$ cat src/rtl/ldec_pkg.sv
package ldec_pkg;
  localparam int unsigned NUM_FN  = 5;
  localparam int unsigned NUM_SER = 2;
  localparam int unsigned NUM_WIN = 6;
  localparam int unsigned LG_W    = 3;

  typedef enum logic [2:0] {
    FN_PAR = 3'd0,
    FN_SER0 = 3'd1,
    FN_SER1 = 3'd2,
    FN_FLP = 3'd3,
    FN_DSK = 3'd4
  } fn_idx_e;

  localparam logic [15:0] PAR_B0 = 16'h0378;
  localparam logic [15:0] PAR_B1 = 16'h03BC;
  localparam logic [15:0] PAR_B2 = 16'h0278;
  localparam logic [15:0] SER_P0 = 16'h03F8;
  localparam logic [15:0] SER_P1 = 16'h02F8;
  localparam logic [15:0] FLP_LO = 16'h03F0;
  localparam logic [15:0] FLP_HI = 16'h0370;
  localparam logic [15:0] DSK_LO = 16'h01F0;
  localparam logic [15:0] DSK_HI = 16'h0170;
  localparam logic [15:0] DSK_ALT_OFS = 16'h0206;
endpackage

$ cat src/rtl/ldec_par_map.sv
module ldec_par_map #(
  parameter int unsigned ADDR_W = 16,
  parameter int unsigned IRQ_W  = 4
) (
  input  logic [1:0]        code_i,
  input  logic              irq_alt_i,
  output logic [ADDR_W-1:0] base_o,
  output logic [IRQ_W-1:0]  irq_o,
  output logic [2:0]        size_lg_o,
  output logic              present_o
);
  import ldec_pkg::*;

  always_comb begin
    base_o    = '0;
    irq_o     = '0;
    size_lg_o = 3'd3;
    present_o = 1'b1;
    unique case (code_i)
      2'd0: begin
        base_o = ADDR_W'(PAR_B0);
        irq_o  = irq_alt_i ? IRQ_W'(7) : IRQ_W'(5);
      end
      2'd1: begin
        base_o    = ADDR_W'(PAR_B1);
        irq_o     = IRQ_W'(5);
        size_lg_o = 3'd2;
      end
      2'd2: begin
        base_o = ADDR_W'(PAR_B2);
        irq_o  = IRQ_W'(7);
      end
      default: present_o = 1'b0;
    endcase
  end
endmodule

$ cat src/rtl/ldec_ser_map.sv
module ldec_ser_map #(
  parameter int unsigned ADDR_W = 16,
  parameter int unsigned IRQ_W  = 4
) (
  input  logic [1:0]        code_i,
  input  logic [1:0]        bank_i,
  output logic [ADDR_W-1:0] base_o,
  output logic [IRQ_W-1:0]  irq_o
);
  import ldec_pkg::*;

  logic [15:0] alt_base;

  always_comb begin
    unique case ({code_i[0], bank_i})
      3'b000: alt_base = 16'h03E8;
      3'b001: alt_base = 16'h0338;
      3'b010: alt_base = 16'h02E8;
      3'b011: alt_base = 16'h0220;
      3'b100: alt_base = 16'h02E8;
      3'b101: alt_base = 16'h0238;
      3'b110: alt_base = 16'h02E0;
      default: alt_base = 16'h0228;
    endcase
  end

  always_comb begin
    unique case (code_i)
      2'd0:    base_o = ADDR_W'(SER_P0);
      2'd1:    base_o = ADDR_W'(SER_P1);
      default: base_o = ADDR_W'(alt_base);
    endcase
    irq_o = code_i[0] ? IRQ_W'(3) : IRQ_W'(4);
  end
endmodule

$ cat src/rtl/ldec_win_match.sv
module ldec_win_match #(
  parameter int unsigned ADDR_W = 16,
  parameter int unsigned LG_W   = 3
) (
  input  logic [ADDR_W-1:0] addr_i,
  input  logic [ADDR_W-1:0] base_i,
  input  logic [LG_W-1:0]   size_lg_i,
  input  logic              en_i,
  output logic              hit_o
);
  logic [ADDR_W-1:0] mask;

  always_comb begin
    mask  = ~((ADDR_W'(1) << size_lg_i) - ADDR_W'(1));
    hit_o = en_i && ((addr_i & mask) == (base_i & mask));
  end
endmodule

$ cat src/rtl/legacy_res_decoder.sv
module legacy_res_decoder #(
  parameter int unsigned ADDR_W = 16,
  parameter int unsigned IRQ_W  = 4,
  parameter int unsigned CFG_W  = 8
) (
  input  logic                 clk,
  input  logic                 rst_n,
  input  logic [CFG_W-1:0]     fn_enable_cfg,
  input  logic [CFG_W-1:0]     addr_map_cfg,
  input  logic [CFG_W-1:0]     power_cfg,
  input  logic [ADDR_W-1:0]    bus_addr,
  input  logic                 bus_valid,
  output logic [4:0]           chip_sel,
  output logic [ADDR_W-1:0]    par_base,
  output logic [IRQ_W-1:0]     par_irq,
  output logic [2*ADDR_W-1:0]  ser_base,
  output logic [2*IRQ_W-1:0]   ser_irq,
  output logic [ADDR_W-1:0]    flp_base,
  output logic [IRQ_W-1:0]     flp_irq,
  output logic [ADDR_W-1:0]    dsk_base,
  output logic [ADDR_W-1:0]    dsk_alt_base,
  output logic [IRQ_W-1:0]     dsk_irq
);
  import ldec_pkg::*;

  localparam int unsigned SER_EN_LSB = 1;

  // reset: asserted asynchronously, released on the clock
  logic rst_meta, rst_sync;
  always_ff @(posedge clk or negedge rst_n) begin
    if (!rst_n) begin
      rst_meta <= 1'b0;
      rst_sync <= 1'b0;
    end else begin
      rst_meta <= 1'b1;
      rst_sync <= rst_meta;
    end
  end

  logic [2:0] par_lg;
  logic       par_present;

  ldec_par_map #(.ADDR_W(ADDR_W), .IRQ_W(IRQ_W)) u_par (
    .code_i    (addr_map_cfg[1:0]),
    .irq_alt_i (power_cfg[3]),
    .base_o    (par_base),
    .irq_o     (par_irq),
    .size_lg_o (par_lg),
    .present_o (par_present)
  );

  logic [ADDR_W-1:0] ser_b [NUM_SER];

  for (genvar s = 0; s < NUM_SER; s++) begin : g_ser
    ldec_ser_map #(.ADDR_W(ADDR_W), .IRQ_W(IRQ_W)) u_ser (
      .code_i (addr_map_cfg[2*s+3 -: 2]),
      .bank_i (addr_map_cfg[7:6]),
      .base_o (ser_b[s]),
      .irq_o  (ser_irq[s*IRQ_W +: IRQ_W])
    );
    assign ser_base[s*ADDR_W +: ADDR_W] = ser_b[s];
  end

  always_comb begin
    flp_base     = fn_enable_cfg[5] ? ADDR_W'(FLP_HI) : ADDR_W'(FLP_LO);
    flp_irq      = IRQ_W'(6);
    dsk_base     = fn_enable_cfg[7] ? ADDR_W'(DSK_HI) : ADDR_W'(DSK_LO);
    dsk_alt_base = dsk_base + ADDR_W'(DSK_ALT_OFS);
    dsk_irq      = IRQ_W'(14);
  end

  // window table: par, ser0, ser1, flp, dsk primary, dsk alternate
  logic [ADDR_W-1:0] win_base [NUM_WIN];
  logic [LG_W-1:0]   win_lg   [NUM_WIN];
  logic [NUM_WIN-1:0] win_en, win_hit;

  always_comb begin
    win_base[0] = par_base;
    win_lg[0]   = par_lg;
    win_en[0]   = fn_enable_cfg[0] && par_present;
    for (int s = 0; s < NUM_SER; s++) begin
      win_base[1+s] = ser_b[s];
      win_lg[1+s]   = 3'd3;
      win_en[1+s]   = fn_enable_cfg[SER_EN_LSB+s];
    end
    win_base[3] = flp_base;
    win_lg[3]   = 3'd3;
    win_en[3]   = fn_enable_cfg[3];
    win_base[4] = dsk_base;
    win_lg[4]   = 3'd3;
    win_en[4]   = fn_enable_cfg[6];
    win_base[5] = dsk_alt_base;
    win_lg[5]   = 3'd1;
    win_en[5]   = fn_enable_cfg[6];
  end

  for (genvar w = 0; w < NUM_WIN; w++) begin : g_win
    ldec_win_match #(.ADDR_W(ADDR_W), .LG_W(LG_W)) u_match (
      .addr_i    (bus_addr),
      .base_i    (win_base[w]),
      .size_lg_i (win_lg[w]),
      .en_i      (win_en[w]),
      .hit_o     (win_hit[w])
    );
  end

  // priority pick and chip-select register
  logic [NUM_FN-1:0] fn_hit, cs_next, cs_q;

  always_comb begin
    fn_hit  = {win_hit[4] | win_hit[5], win_hit[3:0]};
    cs_next = '0;
    if (bus_valid) begin
      for (int i = NUM_FN-1; i >= 0; i--) begin
        if (fn_hit[i]) cs_next = NUM_FN'(1) << i;
      end
    end
  end

  always_ff @(posedge clk or negedge rst_n) begin
    if (!rst_n) begin
      cs_q <= '0;
    end else if (!rst_sync) begin
      cs_q <= '0;
    end else begin
      cs_q <= cs_next;
    end
  end

  assign chip_sel = cs_q;

  AST_CS_ONEHOT: assert property (@(posedge clk) disable iff (!rst_sync)
    $onehot0(chip_sel));
  AST_CS_NEEDS_VALID: assert property (@(posedge clk) disable iff (!rst_sync)
    !$past(bus_valid) |-> chip_sel == '0);
  AST_CS_PAR_LEGAL: assert property (@(posedge clk) disable iff (!rst_sync)
    chip_sel[FN_PAR] |-> ($past(fn_enable_cfg[0]) && $past(addr_map_cfg[1:0]) != 2'd3));
  AST_CS_DSK_ENABLED: assert property (@(posedge clk) disable iff (!rst_sync)
    chip_sel[FN_DSK] |-> $past(fn_enable_cfg[6]));
  AST_SER_IRQ_RANGE: assert property (@(posedge clk) disable iff (!rst_sync)
    (ser_irq[IRQ_W-1:0] == IRQ_W'(3)) || (ser_irq[IRQ_W-1:0] == IRQ_W'(4)));
endmodule

$ cat config.mk
export PLATFORM = sky130hd
export DESIGN_NAME = legacy_res_decoder
export DESIGN_NICKNAME = d
export VERILOG_FILES = /design/src/rtl/ldec_pkg.sv /design/src/rtl/ldec_par_map.sv /design/src/rtl/ldec_ser_map.sv /design/src/rtl/ldec_win_match.sv /design/src/rtl/legacy_res_decoder.sv
export SDC_FILE = /design/constraint.sdc
export NUM_CORES = 1
export LEC_CHECK = 0
export BUFFER_PORTS_ARGS = -buffer_cell sky130_fd_sc_hd__buf_4
export CORE_MARGIN = 5
export CORE_UTILIZATION = 34
export DETAILED_ROUTE_END_ITERATION = 8
export PLACE_DENSITY_LB_ADDON = 0.1
export SLEW_MARGIN = 30
export SYNTH_ARGS = -nofsm -noshare
export SYNTH_HDL_FRONTEND = slang
export SYNTH_SLANG_ARGS = --single-unit
$ cat constraint.sdc
create_clock -name clk -period 1.3 [get_ports clk]
set_input_delay 0.26 -clock clk [delete_from_list [all_inputs] [get_ports clk]]
set_output_delay 0.26 -clock clk [all_outputs]
set_load 0.005 [all_outputs]
# Word-level counts from Yosys, hierarchy flattened
# Cells that the tools add are included.
[op_classes] shift=1 n_reduce_logical=15 n_eq_ne=22 n_bitwise=4 mux=20 add_sub_neg=2
[op_table] operator="case mux 9 bit (6 select lines)" count=2
[op_table] operator="equality test 13 x 7 -> 1 bit" count=3
[op_table] operator="case mux 9 bit (2 select lines)" count=2
[op_table] operator="2-to-1 mux 5 bit" count=7
[op_table] operator="case mux 10 bit (3 select lines)" count=1
[op_table] operator="equality test 3 bit, second input constant" count=6
[op_table] operator="AND 10 x 16 -> 16 bit" count=1
[op_table] operator="AND 16 bit" count=1
[op_table] operator="equality test 16 bit" count=1
[op_table] operator="2-to-1 mux 8 bit" count=2
[op_table] operator="inverter 16 bit" count=1
[op_table] operator="left shift 1 x 2 -> 16 bit, first input constant" count=1
[op_table] operator="subtractor 16 x 2 -> 16 bit, second input constant" count=1
[op_table] operator="equality test 15 x 10 -> 1 bit" count=1
[op_table] operator="equality test 13 x 6 -> 1 bit" count=1
[op_table] operator="equality test 3 x 2 -> 1 bit, second input constant" count=4
[op_table] operator="case mux 4 bit (3 select lines)" count=1
[op_table] operator="adder 9 x 10 -> 11 bit, second input constant" count=1
[op_table] operator="logical AND 1 bit" count=7
[op_table] operator="equality test 2 x 1 -> 1 bit, second input constant" count=3
[op_table] operator="equality test 3 x 1 -> 1 bit, second input constant" count=2
[op_table] operator="zero test 2 bit" count=3
[op_table] operator="zero test 3 bit" count=2
[op_table] operator="2-to-1 mux 3 bit" count=2
[op_table] operator="other kinds (6)" count=8
[word_totals] out_inout_bits=121 in_bits=43 elab_cells=67 reg_bits=7

# Longest topological paths before layout
[logic_depth] word_depth=12 ltp_mapped=5

# Cells and area by module
# A second synthesis with hierarchy kept.
[hier_totals] hier_cells=382 hier_area_um2=2921.6
[modules_own_cells] mod="ldec_win_match" area_each_um2=290.3 cells_each=39 instances=6 seq_area_each_um2=0.0
[modules_own_cells] mod="legacy_res_decoder" area_each_um2=693.2 cells_each=74 instances=1 seq_area_each_um2=175.2
[modules_own_cells] mod="ldec_ser_map" area_each_um2=155.1 cells_each=24 instances=2 seq_area_each_um2=0.0
[modules_own_cells] mod="ldec_par_map" area_each_um2=176.4 cells_each=26 instances=1 seq_area_each_um2=0.0

# Least setup slack after synthesis
# Ideal clock, no wire load.
[synth_timing] path_type="input to register" startpoint="input addr_map_cfg[6]" endpoint="register cs_q[2] (netlist: chip_sel[2])" cell_stages=5 arrival_time_ns=1.335 slack_ns=-0.146 n_path_buf=1 path_cell_list="buf_2 or4b_1 o311ai_1 a32oi_1 a2111oi_2"
[synth_via] elab_chain_len=11 elab_cells_between_ends=29 classes_between="eq/ne: 14; mux: 9; reduce/logical: 6"
[synth_lines] item="start, declared" line="legacy_res_decoder.sv:9" source="input logic [CFG_W-1:0] addr_map_cfg,"
[synth_lines] item="equality test 3 x 2 -> 1 bit or equality test 3 bit (tied branches)" line="ldec_ser_map.sv:15" source="unique case ({code_i[0], bank_i})"
[synth_lines] item="OR reduction 2 bit (no line)"
[synth_lines] item="case mux 9 bit (6 select lines)" line="ldec_ser_map.sv:15"
[synth_lines] item="case mux 9 bit (2 select lines)" line="ldec_ser_map.sv:28" source="unique case (code_i)"
[synth_lines] item="equality test 13 x 7 -> 1 bit" line="ldec_win_match.sv:15" source="hit_o = en_i && ((addr_i & mask) == (base_i & mask));"
[synth_lines] item="logical AND 1 bit" line="ldec_win_match.sv:15"
[synth_lines] item="2-to-1 mux 5 bit" line="legacy_res_decoder.sv:115" source="if (fn_hit[i]) cs_next = NUM_FN'(1) << i;"
[synth_lines] item="2-to-1 mux 5 bit * (2 in a row)" line="legacy_res_decoder.sv:115"
[synth_lines] item="2-to-1 mux 5 bit *" line="legacy_res_decoder.sv:113" source="if (bus_valid) begin"
[synth_lines] item="2-to-1 mux 5 bit *" line="legacy_res_decoder.sv:123" source="end else if (!rst_sync) begin"
[synth_lines] item="end signal, assigned" line="legacy_res_decoder.sv:126" source="cs_q <= cs_next;"
[synth_lines] item="end, declared" line="legacy_res_decoder.sv:108" source="logic [NUM_FN-1:0] fn_hit, cs_next, cs_q;"
# Mark *: on every way between the ends. The rest lies on a longest branch, timed or not.

# Worst setup path after layout
[layout_timing] startpoint="input addr_map_cfg[7]" endpoint="register cs_q[2] (netlist: chip_sel[2])"
# Same word-level chain as after synthesis.

==> out/metrics.yaml <==
global_routing:
  global_route.usage.total: 0.1085
  global_route.peak_usage_layer: "met2"
  grt_max_degree: 8
  grt_pass1_wl_um: 4733
  grt_remaining_overflow: 0
  groute.layer.met2.usage: 0.1841
  grt_util_met1: 0.1323
  grt_util_met3: 0.04189
  grt_antenna_before_repair: 0
  grt_pass1_vias: 1084
clock_network:
  path_clk_slew_ns: 0.04
  clk-insertion-delay-late_ns: 0.23
  tritoncts: "done"
  clkSinkCount: 7
  ctsRootBufferMaster: "sky130_fd_sc_hd__clkbuf_8"
  clock_tree.buffer_depth: 2
  cts_inserted_buffers: 3
  cts_htree_levels: 1
critical_path:
  register_to_register_path_setup_slack_ns: 0.28
  setup.worst_path.start_class: "input pin"
  worst-setup-path-type: "input pin to flip-flop"
  rr_endpoint: "chip_sel[2]"
  timing.critical_path.arrival_ns: 1.41
  worstPathRequired_ns: 1.42
  worst_r2r_path_depth: 3
  critical-path-slowest-cell: "sky130_fd_sc_hd__or4b_4"
  critical_path.endpoint_type: "flip-flop"
  max_stage_delay_ns: 0.55
  reg2reg_from: "rst_sync"
  cp_max_fo: 6
  cp_cell_sequence: "buf_8, or4b_4, o311ai_4, a32oi_1, a2111oi_2"
floorplanning:
  floorplan.io_pins: 164
  die_h_um: 74
  fp.dieArea_mm2: 0.005476
  die_width_um: 74
  initial_utilization: 0.3481
  fp.coreArea_mm2: 0.004000
  core.rowCount: 23
yosys:
  synth.top_cells.by_area: "sky130_fd_sc_hd__buf_4, sky130_fd_sc_hd__dfrtp_1, sky130_fd_sc_hd__nand4_1, sky130_fd_sc_hd__xor2_1, sky130_fd_sc_hd__mux2i_1"
  yosysTopAreaCellShare: 0.5337
  synth_sequential_area_ratio: 0.1258
  muxShareOfSynthArea: 0.02156
  synth-compound-area-share: 0.06918
  yosysWarningCount: 0
  synth_cell_types: 34
  avg_synthesized_cell_area_um2: 7.610
  synth-adder-area-share: 0
  synthesized_cell_area_mm2: 0.001393
  synth_largest_area_cell: "sky130_fd_sc_hd__buf_4"
  dominant_combinational_cell_family_by_area_after_synthesis: "buffers and inverters"
  yosys_register_bits: 7
  gate_count_of_the_mapped_netlist: 183
  yosys.area_share.xor_xnor: 0.04403
  synth_simple_gate_area_frac: 0.1662
detailed_routing:
  drtAntennaViolNets: 0
  dr.first_iter.drc_count: 14
  routed_wl_um: 3531
  vias_per_cell: 3.688
  first_pass_iteration_count_of_the_detailed_router: 2
  drc: 0
  wl_per_cell_um: 11.35
  dr_total_vias: 1147
placement:
  io_buffer_count: 68
  routabilityCongestion: 0.7434
  place_inst: 306
  hpwl_detailed_um: 3122
  pre_cts_ws_ns: -0.1755
worst_hold_path:
  timing.hold.worst.start: "fn_enable_cfg[6]"
  min-delay-path-class: "input pin to flip-flop"
  timing.hold.worst_endpoint: "chip_sel[4]"
  whs_path_depth: 3
final_layout:
  layout.cells.most_common: "sky130_fd_sc_hd__buf_4"
  most-common-layout-cells: "sky130_fd_sc_hd__buf_4, sky130_fd_sc_hd__conb_1, sky130_fd_sc_hd__nand2_1"
  fin_cells: 311
  antenna_cells: 0
  area_growth_pct: 28.93
  fin_nets: 305
  final_core_utilization: 0.4489
  proportion_of_layout_cells_with_a_drive_suffix_above_1: 0.3793
timing:
  grt_setup_unrepaired: "yes"
  setup_viol: 0
  maxSlewViolCount: 0
  timing.final.crit_period_ns: 1.294
  fin_ws_ns: 0.005953
  clock.fmax_mhz: 772.8
  hold_violations: 0
  maximum_clock_skew_at_final_layout_ns: 0.003997
  post-route-period-util: 0.9954
outcome:
  run_status: "finished clean"
run:
  max_cap_violations: 0
power_and_ir_drop:
  design_power_total_uw: 960.6
  power_density_mw_per_mm2: 535.0
  leakage_nw: 1.044
  peakVddDrop_v: 0.0002626
==> layer usage <==
layer	share of wire	up-vias
li1	-	565
met1	0.37	505
met2	0.50	75
met3	0.13	2
met4	0.0023	0
met5	0	-
==> Yosys cell counts <==
master,count
sky130_fd_sc_hd__inv_1,7
sky130_fd_sc_hd__xor2_1,4
sky130_fd_sc_hd__nand4_1,6
sky130_fd_sc_hd__nor3b_1,1
sky130_fd_sc_hd__a21boi_0,1
sky130_fd_sc_hd__and4_1,1
sky130_fd_sc_hd__a21oi_1,4
sky130_fd_sc_hd__nor2_1,7
sky130_fd_sc_hd__o311ai_1,2
sky130_fd_sc_hd__or2b_1,1
sky130_fd_sc_hd__nand3b_1,1
sky130_fd_sc_hd__xnor2_1,3
sky130_fd_sc_hd__nor3_1,1
sky130_fd_sc_hd__conb_1,2
sky130_fd_sc_hd__and3_1,1
sky130_fd_sc_hd__a2111oi_2,1
sky130_fd_sc_hd__or4b_1,1
sky130_fd_sc_hd__a32oi_1,1
sky130_fd_sc_hd__nand2_1,8
sky130_fd_sc_hd__buf_4,99
sky130_fd_sc_hd__o2111a_1,1
sky130_fd_sc_hd__mux2i_1,3
sky130_fd_sc_hd__and3b_1,1
sky130_fd_sc_hd__nor4_1,2
sky130_fd_sc_hd__nand2b_1,3
sky130_fd_sc_hd__nand3_1,5
sky130_fd_sc_hd__or2_2,1
sky130_fd_sc_hd__a31oi_1,1
sky130_fd_sc_hd__buf_2,2
sky130_fd_sc_hd__buf_6,1
sky130_fd_sc_hd__o21ai_0,2
sky130_fd_sc_hd__and2b_1,1
sky130_fd_sc_hd__dfrtp_1,7
sky130_fd_sc_hd__and2_1,1
==> cell families after synthesis <==
logic type | Yosys count
mux | 3
simple gates | 42
xor+xnor | 7
buf+inv | 109
flops | 7
compound gates | 13
other cells | 2
==> metrics by stage <==
stage	setup TNS, ns	hold WS [ns]	instance area, um^2
2_1_floorplan	-0.03081	-0.03559	1732
3_3_place_gp	-0.2711	0.07909	1699
6_report	0	0.2689	1795
5_1_grt	-0.06543	0.2752	1795
3_5_place_dp	-0.2768	0.08115	1699
4_1_cts	0	0.2669	1762
==> power by group <==
| part | internal (mW) | switching, mW | total (mW) |
|---|---|---|---|
| clock network | 0.212 | 0.0937 | 0.306 |
| logic | 0.220 | 0.212 | 0.432 |
| registers | 0.222 | 0.00114 | 0.223 |
| total | 0.654 | 0.307 | 0.961 |
==> how the worst max path moves through the flow <==
stage                    startpoint  depth (start not counted)  slack, ns      endpoint
floorplan           addr_map_cfg[7]                          5      -0.03   chip_sel[2]
global placement       bus_addr[10]                          5      -0.17   chip_sel[2]
detailed placement     bus_addr[10]                          5      -0.18   chip_sel[2]
CTS                 addr_map_cfg[4]                          6       0.02  ser_base[19]
global route        addr_map_cfg[7]                          5      -0.07   chip_sel[2]
finish              addr_map_cfg[7]                          5      0.006   chip_sel[2]
==> final cells by class <==
| type | count | area [um^2] |
|---|---|---|
| Tap cell | 50 | 62.56 |
| Fill cell | 441 | 2205 |
| Inverter | 7 | 26.28 |
| Timing Repair Buffer | 91 | 696.9 |
| Multi-Input combinational cell | 152 | 789.5 |
| Sequential cell | 7 | 175.2 |
| Clock buffer | 4 | 45.04 |
==> state kept, by name, indices dropped and copies added (netlist names) <==
register and cells:
rst_sync 1, chip_sel 5, rst_meta 1
==> critical path: cells and delay by family <==
kind                   cells  cell delay [ns]
AO/OA/AOI/OAI              3             0.50
buffers and inverters      1             0.11
AND/OR/NAND/NOR            1             0.55
==> timing repair <==
item / CTS / global route
resized for setup: 0 / 7
hold endpoints to repair: 7 / 0
setup buffers: 1 / 0
endpoints found under the setup margin: 1 / 2
hold buffers: 1 / 0
pin swaps: 1 / 4
Note: power is estimated with default switching activity, not from simulation.
